==> config.mk <==
export PLATFORM = sky130hd
export DESIGN_NAME = pirq_router
export DESIGN_NICKNAME = d
export VERILOG_FILES = /design/src/rtl/pirq_router.sv
export SDC_FILE = /design/constraint.sdc
export NUM_CORES = 1
export LEC_CHECK = 0
export ABC_AREA = 1
export BUFFER_PORTS_ARGS = -buffer_cell sky130_fd_sc_hd__buf_2
export CAP_MARGIN = 10
export CELL_PAD_IN_SITES_DETAIL_PLACEMENT = 1
export CELL_PAD_IN_SITES_GLOBAL_PLACEMENT = 2
export CORE_UTILIZATION = 33
export CTS_CLUSTER_DIAMETER = 150
export DETAILED_ROUTE_END_ITERATION = 12
export PLACE_DENSITY_LB_ADDON = 0.1
export SLEW_MARGIN = 25
export SYNTH_ARGS = -nofsm -noshare
export SYNTH_HDL_FRONTEND = slang
export SYNTH_SLANG_ARGS = --single-unit
==> constraint.sdc <==
create_clock -name clk -period 3.25 [get_ports clk]
set_input_delay 0.4875 -clock clk [delete_from_list [all_inputs] [get_ports clk]]
set_output_delay 0.4875 -clock clk [all_outputs]
set_load 0.01 [all_outputs]
==> src/rtl/pirq_router.sv <==
module pirq_router #(
  parameter int NUM_PIRQ    = 4,
  parameter int NUM_IRQ     = 16,
  parameter int ADDR_W      = 8,
  parameter int BASE_ADDR   = 'h60,
  parameter int RESET_ROUTE = 'h80
) (
  input  logic                        clk,
  input  logic                        rst,
  input  logic [NUM_PIRQ-1:0]         pirq_level,
  input  logic                        cfg_wr,
  input  logic [ADDR_W-1:0]           cfg_addr,
  input  logic [7:0]                  cfg_wdata,
  output logic [7:0]                  cfg_rdata,
  output logic [NUM_IRQ-1:0]          irq_out,
  input  logic [$clog2(NUM_PIRQ)-1:0] query_pin,
  output logic                        query_en,
  output logic [$clog2(NUM_IRQ)-1:0]  query_irq,
  input  logic [7:0]                  sw_devfn,
  input  logic [$clog2(NUM_PIRQ)-1:0] sw_pin,
  output logic [$clog2(NUM_PIRQ)-1:0] sw_pirq
);
  localparam int PW    = $clog2(NUM_PIRQ);
  localparam int IW    = $clog2(NUM_IRQ);
  localparam int MAP_W = NUM_PIRQ * NUM_IRQ;
  localparam int MW    = $clog2(MAP_W);

  logic [NUM_PIRQ*8-1:0] route_q, route_d;
  logic [MAP_W-1:0]      map_q, map_d;
  logic [NUM_IRQ-1:0]    irq_d;
  logic [NUM_PIRQ-1:0]   sel, en_d;
  logic [ADDR_W-1:0]     off;
  logic                  in_win, rebuild;
  logic [7:0]            qbyte, sw_sum;

  assign off     = cfg_addr - ADDR_W'(BASE_ADDR);
  assign in_win  = (int'(cfg_addr) >= BASE_ADDR) && (int'(cfg_addr) < BASE_ADDR + NUM_PIRQ);
  assign rebuild = cfg_wr && in_win;

  for (genvar p = 0; p < NUM_PIRQ; p++) begin : g_line
    assign sel[p] = in_win && (off[PW-1:0] == PW'(p));
    assign route_d[p*8 +: 8] = (cfg_wr && sel[p]) ? cfg_wdata : route_q[p*8 +: 8];
    assign en_d[p] = route_d[p*8 +: 8] < 8'(NUM_IRQ);
  end

  always_comb begin
    map_d = rebuild ? '0 : map_q;
    for (int p = 0; p < NUM_PIRQ; p++) begin
      if (en_d[p]) map_d[MW'({route_d[p*8 +: IW], PW'(p)})] = pirq_level[p];
    end
  end

  for (genvar i = 0; i < NUM_IRQ; i++) begin : g_irq
    assign irq_d[i] = |map_d[i*NUM_PIRQ +: NUM_PIRQ];
  end

  always_ff @(posedge clk) begin
    if (rst) begin
      route_q <= {NUM_PIRQ{8'(RESET_ROUTE)}};
      map_q   <= '0;
      irq_out <= '0;
    end else begin
      route_q <= route_d;
      map_q   <= map_d;
      irq_out <= irq_d;
    end
  end

  always_comb begin
    cfg_rdata = '0;
    qbyte     = '0;
    for (int p = 0; p < NUM_PIRQ; p++) begin
      if (sel[p]) cfg_rdata = route_q[p*8 +: 8];
      if (query_pin == PW'(p)) qbyte = route_q[p*8 +: 8];
    end
  end

  assign query_en  = qbyte < 8'(NUM_IRQ);
  assign query_irq = query_en ? qbyte[IW-1:0] : '0;

  assign sw_sum  = 8'(sw_pin) + {3'b000, sw_devfn[7:3]} - 8'd1;
  assign sw_pirq = sw_sum[PW-1:0];
endmodule

==> metrics.csv, run 1 <==
metric;value;unit
cts.repair.resized;0;
htree_levels;3;
core;0.0180;sq mm
layout_commonest_cell;sky130_fd_sc_hd__nand2_1;
synth_sequential_area_ratio;36.9;%
route.vias.total;6284;
design.portCount;66;
hpwlAfterDp;15300;um
detail_route.vias_per_cell;4.85;
routed_wire_length_per_instance;15.8;um
post-route-cell-area;0.00691;sq mm
period_minus_slack;2600;ps
hold_start;cfg_wdata[7];
tns;0;ps
multi_input_gate_area;0.00336;sq mm
n_antenna_cell;0;
grt_setup_unrepaired;no;
finalWeightedCongestion;0.835;
timing_hold_violations_final;0;
worst_skew_late_latency;370;ps
share_seq_of_total_power;51.2;%
hold_path_depth;3;
number_of_fill_cells_in_the_layout;2460;
final_max_slew_viols;0;
detail_route.iter0.violations;375;
depth_of_the_most_critical_reg_to_reg_path;11;
worst_clock_skew;11.0;ps
rr_startpoint;route_q[7];
cts_hold_buf;0;
worstSetupPathType;in -> out;
hold_path_class;in -> reg;
worst_vdd_ir;0.257;mV
worst_slew_pin_slew;698;ps
tritoncts_num_sinks;112;
syn-cell-area;0.00607;sq mm
power.clock.fraction;43.5;%
critPathMaxFanout;34;
grt_pass1_wl;32500;um
die-height;138;um
cp_data_required_time;2760;ps
static-leakage-power;0.00338;uW
whs_endpoint;route_q[7];
power_switching;674;uW
cts_max_path_buffers;2;
route.detailed.drc;0;
grt_max_degree;65;
unique_masters_post_synth;25;
netlist_instances;1026;
root_cell_of_the_clock_tree;sky130_fd_sc_hd__clkbuf_16;
synthDominantCellAreaShare;36.9;%
cts_setup_buffers;0;
synth.yosys.warnings;0;
global_route.overflow_total;0;
cp-start-kind;input pin;
final_net_count;1099;
layout.area.seq;0.00224;sq mm
port-buffer-count;59;
dr.pass1.iters;5;
pwr-share-comb;5.3;%
die_w;138;um
initial_utilization;33.8;%
setup_viol_count_final;0;
most-common-layout-cells;sky130_fd_sc_hd__nand2_1 (431), sky130_fd_sc_hd__nor2_1 (199), sky130_fd_sc_hd__dfxtp_1 (112);
average_cell_area_after_synthesis;5.91;sq um
placed_cell_area;0.00661;sq mm
drt.antenna.violating_nets;0;
drive_above_1_share;10.0;%
row_cnt;49;
ff2ff_setup_slack;1520;ps
synth.net_count;1062;
drv.max_cap_violation_count;0;
power_density;388;mW/mm^2
setup.worst_path.end_class;output pin;
initial_antenna_violation_count;0;
critPathArrivalTime;2110;ps
tritoncts.num_buffers;9;
yosys_register_bits;112;
p_int;2010;uW
timing.slew.headroom;53.5;%
postRouteWirelength;20500;um
gr-usage-all-layers;23.0;%
areaGrowthSynthToFinish;13.9;%
tritoncts;done;
first_global_vias;5934;
run_status;complete, no violations;
worstReg2RegEnd;irq_out[0];
design.die.area;0.0189;sq mm
power_switching_share;25.1;%
ys_top_cells_by_area;sky130_fd_sc_hd__dfxtp_1 (37%), sky130_fd_sc_hd__nand2_1 (27%), sky130_fd_sc_hd__nor2_1 (12%);
timing.critical_path.from;cfg_addr[7];
synth_largest_area_cell;sky130_fd_sc_hd__dfxtp_1;
timing.final.crit_share;79.9;%
max_freq;0.385;GHz
clock_transition_time_at_the_flip_flop_clock_pins_of_the_worst_setup_and_hold_paths;80;ps
## power groups by stage
stage	logic [uW]	registers [uW]	clock network, uW
floorplan	79.8	1400	0
CTS	143	1370	1210
global placement	142	1400	0
detailed placement	142	1400	0
finish	142	1370	1160
global route	157	1370	1250
## area by class of cell
class                      instances  area share, %
inverter                          65           3.53
clock buffer                       9           3.26
clock inverter                     7           1.01
sequential                       112           32.5
multi-input combinational        801           48.6
tap                              229           4.15
timing repair buffer              74           7.03
## cells in the mapped netlist, drive strengths merged
library cell  instances
a211oi                1
xnor2                 2
nand3                76
inv                  65
o22ai                 8
ha                    1
o21ai                18
o31ai                 1
clkbuf               22
nor2                209
dfxtp               112
nand4                37
o221ai                2
nor3                  1
buf                  26
a221oi                2
a21oi                12
nand2               431
## how the worst max path moves through the flow
| stage | depth (start not counted) | end | slack, ps |
|---|---|---|---|
| after CTS | 10 | cfg_rdata[1] | 660 |
| after global routing | 11 | cfg_rdata[1] | 520 |
| final | 10 | cfg_rdata[3] | 650 |
| after global placement | 16 | irq_out[1] | 560 |
| after floorplan | 10 | cfg_rdata[1] | 1010 |
| after detailed placement | 16 | irq_out[1] | 550 |
## metrics by stage
stage	hold slack (ps)	setup WS, ps	cells	util, %	total power [uW]
after floorplan	512	1010	1026	-	1480
after global placement	527	564	1281	36.8	1550
after detailed placement	535	554	1281	36.8	1550
after CTS	390	656	1297	38.5	2720
after global routing	429	516	1297	38.5	2780
final	408	652	1297	38.5	2680
## state kept, by name, summed over array words and instances, names as in the netlist
signal and flops:
map_q 64, route_q 32, irq_out 16
## metal layers
layer	global-route usage [%]	vias up	share of wire [%]
li1	-	3278	-
met1	32.9	2919	51
met2	36.3	73	45
met3	2.32	14	2.9
met4	6.84	0	1.3
met5	0	-	0
## worst max-delay path, stage by stage
cell and delay, ps:
sky130_fd_sc_hd__buf_2 110, sky130_fd_sc_hd__nor2_4 210, sky130_fd_sc_hd__inv_2 70, sky130_fd_sc_hd__nor2_4 120
sky130_fd_sc_hd__buf_12 200, sky130_fd_sc_hd__nand2_1 210, sky130_fd_sc_hd__o22ai_1 300, sky130_fd_sc_hd__a21oi_1 100
sky130_fd_sc_hd__o21ai_0 120, sky130_fd_sc_hd__buf_2 170
## logic make-up after synthesis
logic type                 after synthesis  share of synthesized area, %
and+or+nand+nor                        754                          50.7
xor gates and xnor gates                 2                         0.289
buffers and inverters                  113                          7.75
AOI/OAI and AO/OA                       44                          4.12
adders and majority gates                1                         0.206
DFF                                    112                          36.9
(Power assumes the default switching activity.)
==> run 2: changes to the inputs <==
--- a/config.mk
+++ b/config.mk
@@ -10,7 +10,7 @@
 export CAP_MARGIN = 10
 export CELL_PAD_IN_SITES_DETAIL_PLACEMENT = 1
 export CELL_PAD_IN_SITES_GLOBAL_PLACEMENT = 2
-export CORE_UTILIZATION = 33
+export CORE_UTILIZATION = 28
 export CTS_CLUSTER_DIAMETER = 150
 export DETAILED_ROUTE_END_ITERATION = 12
 export PLACE_DENSITY_LB_ADDON = 0.1
==> constraint.sdc (replaced) <==
create_clock -name clk -period 2.3 [get_ports clk]
set_input_delay 0.345 -clock clk [delete_from_list [all_inputs] [get_ports clk]]
set_output_delay 0.345 -clock clk [all_outputs]
set_load 0.01 [all_outputs]
==> run 2 against run 1 <==
Power increased by 41%; core utilization is 1.8 points lower; largest cell class unchanged; non-clock buffer count increased by 87; highest routed layer unchanged; sequential cell count stayed put.
==> metrics.csv, run 2 (same netlist as run 1, synthesis figures left out) <==
metric;value;unit
die-height;149;um
setup.worst_path.end_class;output pin;
row_cnt;53;
n_antenna_cell;0;
final_net_count;1186;
cp_data_required_time;1960;ps
design_power_total;3760;uW
run_status;complete, no violations;
layout_commonest_cell;sky130_fd_sc_hd__nand2_1;
critPathArrivalTime;1890;ps
die_w;149;um
initial_antenna_violation_count;0;
dr.pass1.iters;4;
whs_endpoint;route_q[7];
design.die.area;0.0223;sq mm
design.portCount;66;
reg_top3;map_q (64), route_q (32), irq_out (16);
depth_of_the_most_critical_reg_to_reg_path;11;
largest_register_ff_count;64;
hpwlAfterDp;17100;um
clock_transition_time_at_the_flip_flop_clock_pins_of_the_worst_setup_and_hold_paths;80;ps
hold_start;cfg_wdata[7];
timing.slew.headroom;59.0;%
timing.final.crit_share;97.1;%
place_inst;1412;
static-leakage-power;0.00381;uW
worst_clock_skew;7.62;ps
route.vias.total;6642;
drive_above_1_share;17.7;%
critPathMaxFanout;2;
detail_route.iter0.violations;339;
finalCoreUtilization;36.7;%
hold_path_class;in -> reg;
route.detailed.drc;0;
grt_max_degree;41;
routed_wire_length_per_instance;15.6;um
number_of_fill_cells_in_the_layout;2860;
htree_levels;3;
fin_cells;1430;
drv.max_cap_violation_count;0;
setup_viol_count_final;0;
first_global_vias;6416;
detail_route.vias_per_cell;4.64;
largest_register;map_q;
gr-usage-all-layers;21.1;%
tritoncts.num_buffers;9;
post-route-cell-area;0.00776;sq mm
placed_cell_area;0.00740;sq mm
power_density;485;mW/mm^2
drt.antenna.violating_nets;0;
cp-start-kind;flip-flop;
worst_slew_pin_slew;615;ps
worst_vdd_ir;0.279;mV
root_cell_of_the_clock_tree;sky130_fd_sc_hd__clkbuf_16;
global_route.overflow_total;0;
areaGrowthSynthToFinish;27.8;%
grt_pass1_wl;35800;um
worstSetupPathType;reg -> out;
hold_path_depth;4;
worstReg2RegEnd;irq_out[2];
initial_utilization;28.7;%
worst_skew_late_latency;360;ps
most-common-layout-cells;sky130_fd_sc_hd__nand2_1 (429), sky130_fd_sc_hd__nor2_1 (198), sky130_fd_sc_hd__dfxtp_1 (111);
timing_hold_violations_final;0;
ff2ff_setup_slack;590;ps
postRouteWirelength;22400;um
tritoncts;done;
cts_max_path_buffers;2;
finalWeightedCongestion;0.809;
port-buffer-count;59;
period_minus_slack;2230;ps
max_freq;0.448;GHz
core;0.0212;sq mm
tritoncts_num_sinks;112;
final_max_slew_viols;0;
rr_startpoint;route_q[31];
==> run 2: changes by cell type in the layout (fill, tap and decap cells not counted), sizes merged <==
cell      previous run  this run
inv                 66        68
bufinv               1         0
clkinv               4         2
clkinvlp             1         2
buf                 74       161
==> run 2: per-stage QoR <==
step	hold WS, ps	worst slack, ps	setup TNS (ps)
floorplan	485	346	0
global placement	530	-185	-1840
detailed placement	538	-194	-2010
CTS	379	14.3	0
global route	393	-6.87	-8.68
finish	385	65.9	0
==> run 2: cell type report <==
cell class                      instances  area [sq um]  area share (%)
Multi-Input combinational cell        801          3410            44.0
Sequential cell                       112          2240            28.9
Timing Repair Buffer                  161          1230            15.8
Tap cell                              275           344            4.44
Inverter                               65           244            3.15
Clock buffer                            9           225            2.90
Clock inverter                          7          63.8           0.823
==> run 2: timing repair <==
item,CTS,global route
gates cloned,0,0
setup endpoints to repair,3,11
buffers inserted,0,2
gates resized for setup,2,10
hold buffers,0,0
pin swaps,0,3
==> run 2: how the worst max path moves through the flow <==
stage / from / to
global placement: cfg_addr[4] / irq_out[9]
floorplan: cfg_addr[6] / cfg_rdata[1]
finish: route_q[28] / query_irq[2]
detailed placement: cfg_addr[4] / irq_out[9]
CTS: cfg_addr[7] / cfg_rdata[1]
global route: route_q[28] / query_irq[0]
==> run 2: power breakdown <==
part | switching (uW) | total [uW] | internal [uW]
clock | 834 | 1600 | 761
combinational | 160 | 229 | 68.9
sequential | 1.02 | 1940 | 1940
total | 995 | 3760 | 2770
==> run 2: metal layers <==
metal	global-route usage (%)	part of all wire, %	vias to the layer above	wire (um)
li1	-	-	3447	-
met1	30.6	53	3134	11800
met2	33.3	45	50	10000
met3	2.75	1.7	11	385
met4	3.83	0.58	0	130
met5	0	0	-	0
==> run 2: critical path, stage by stage (launching register included) <==
cell and delay (ps):
sky130_fd_sc_hd__dfxtp_2 340, sky130_fd_sc_hd__nor3_4 240, sky130_fd_sc_hd__nand3_2 130, sky130_fd_sc_hd__o31ai_1 110
sky130_fd_sc_hd__nor2_1 110, sky130_fd_sc_hd__buf_4 150, sky130_fd_sc_hd__a221oi_1 250, sky130_fd_sc_hd__buf_2 190
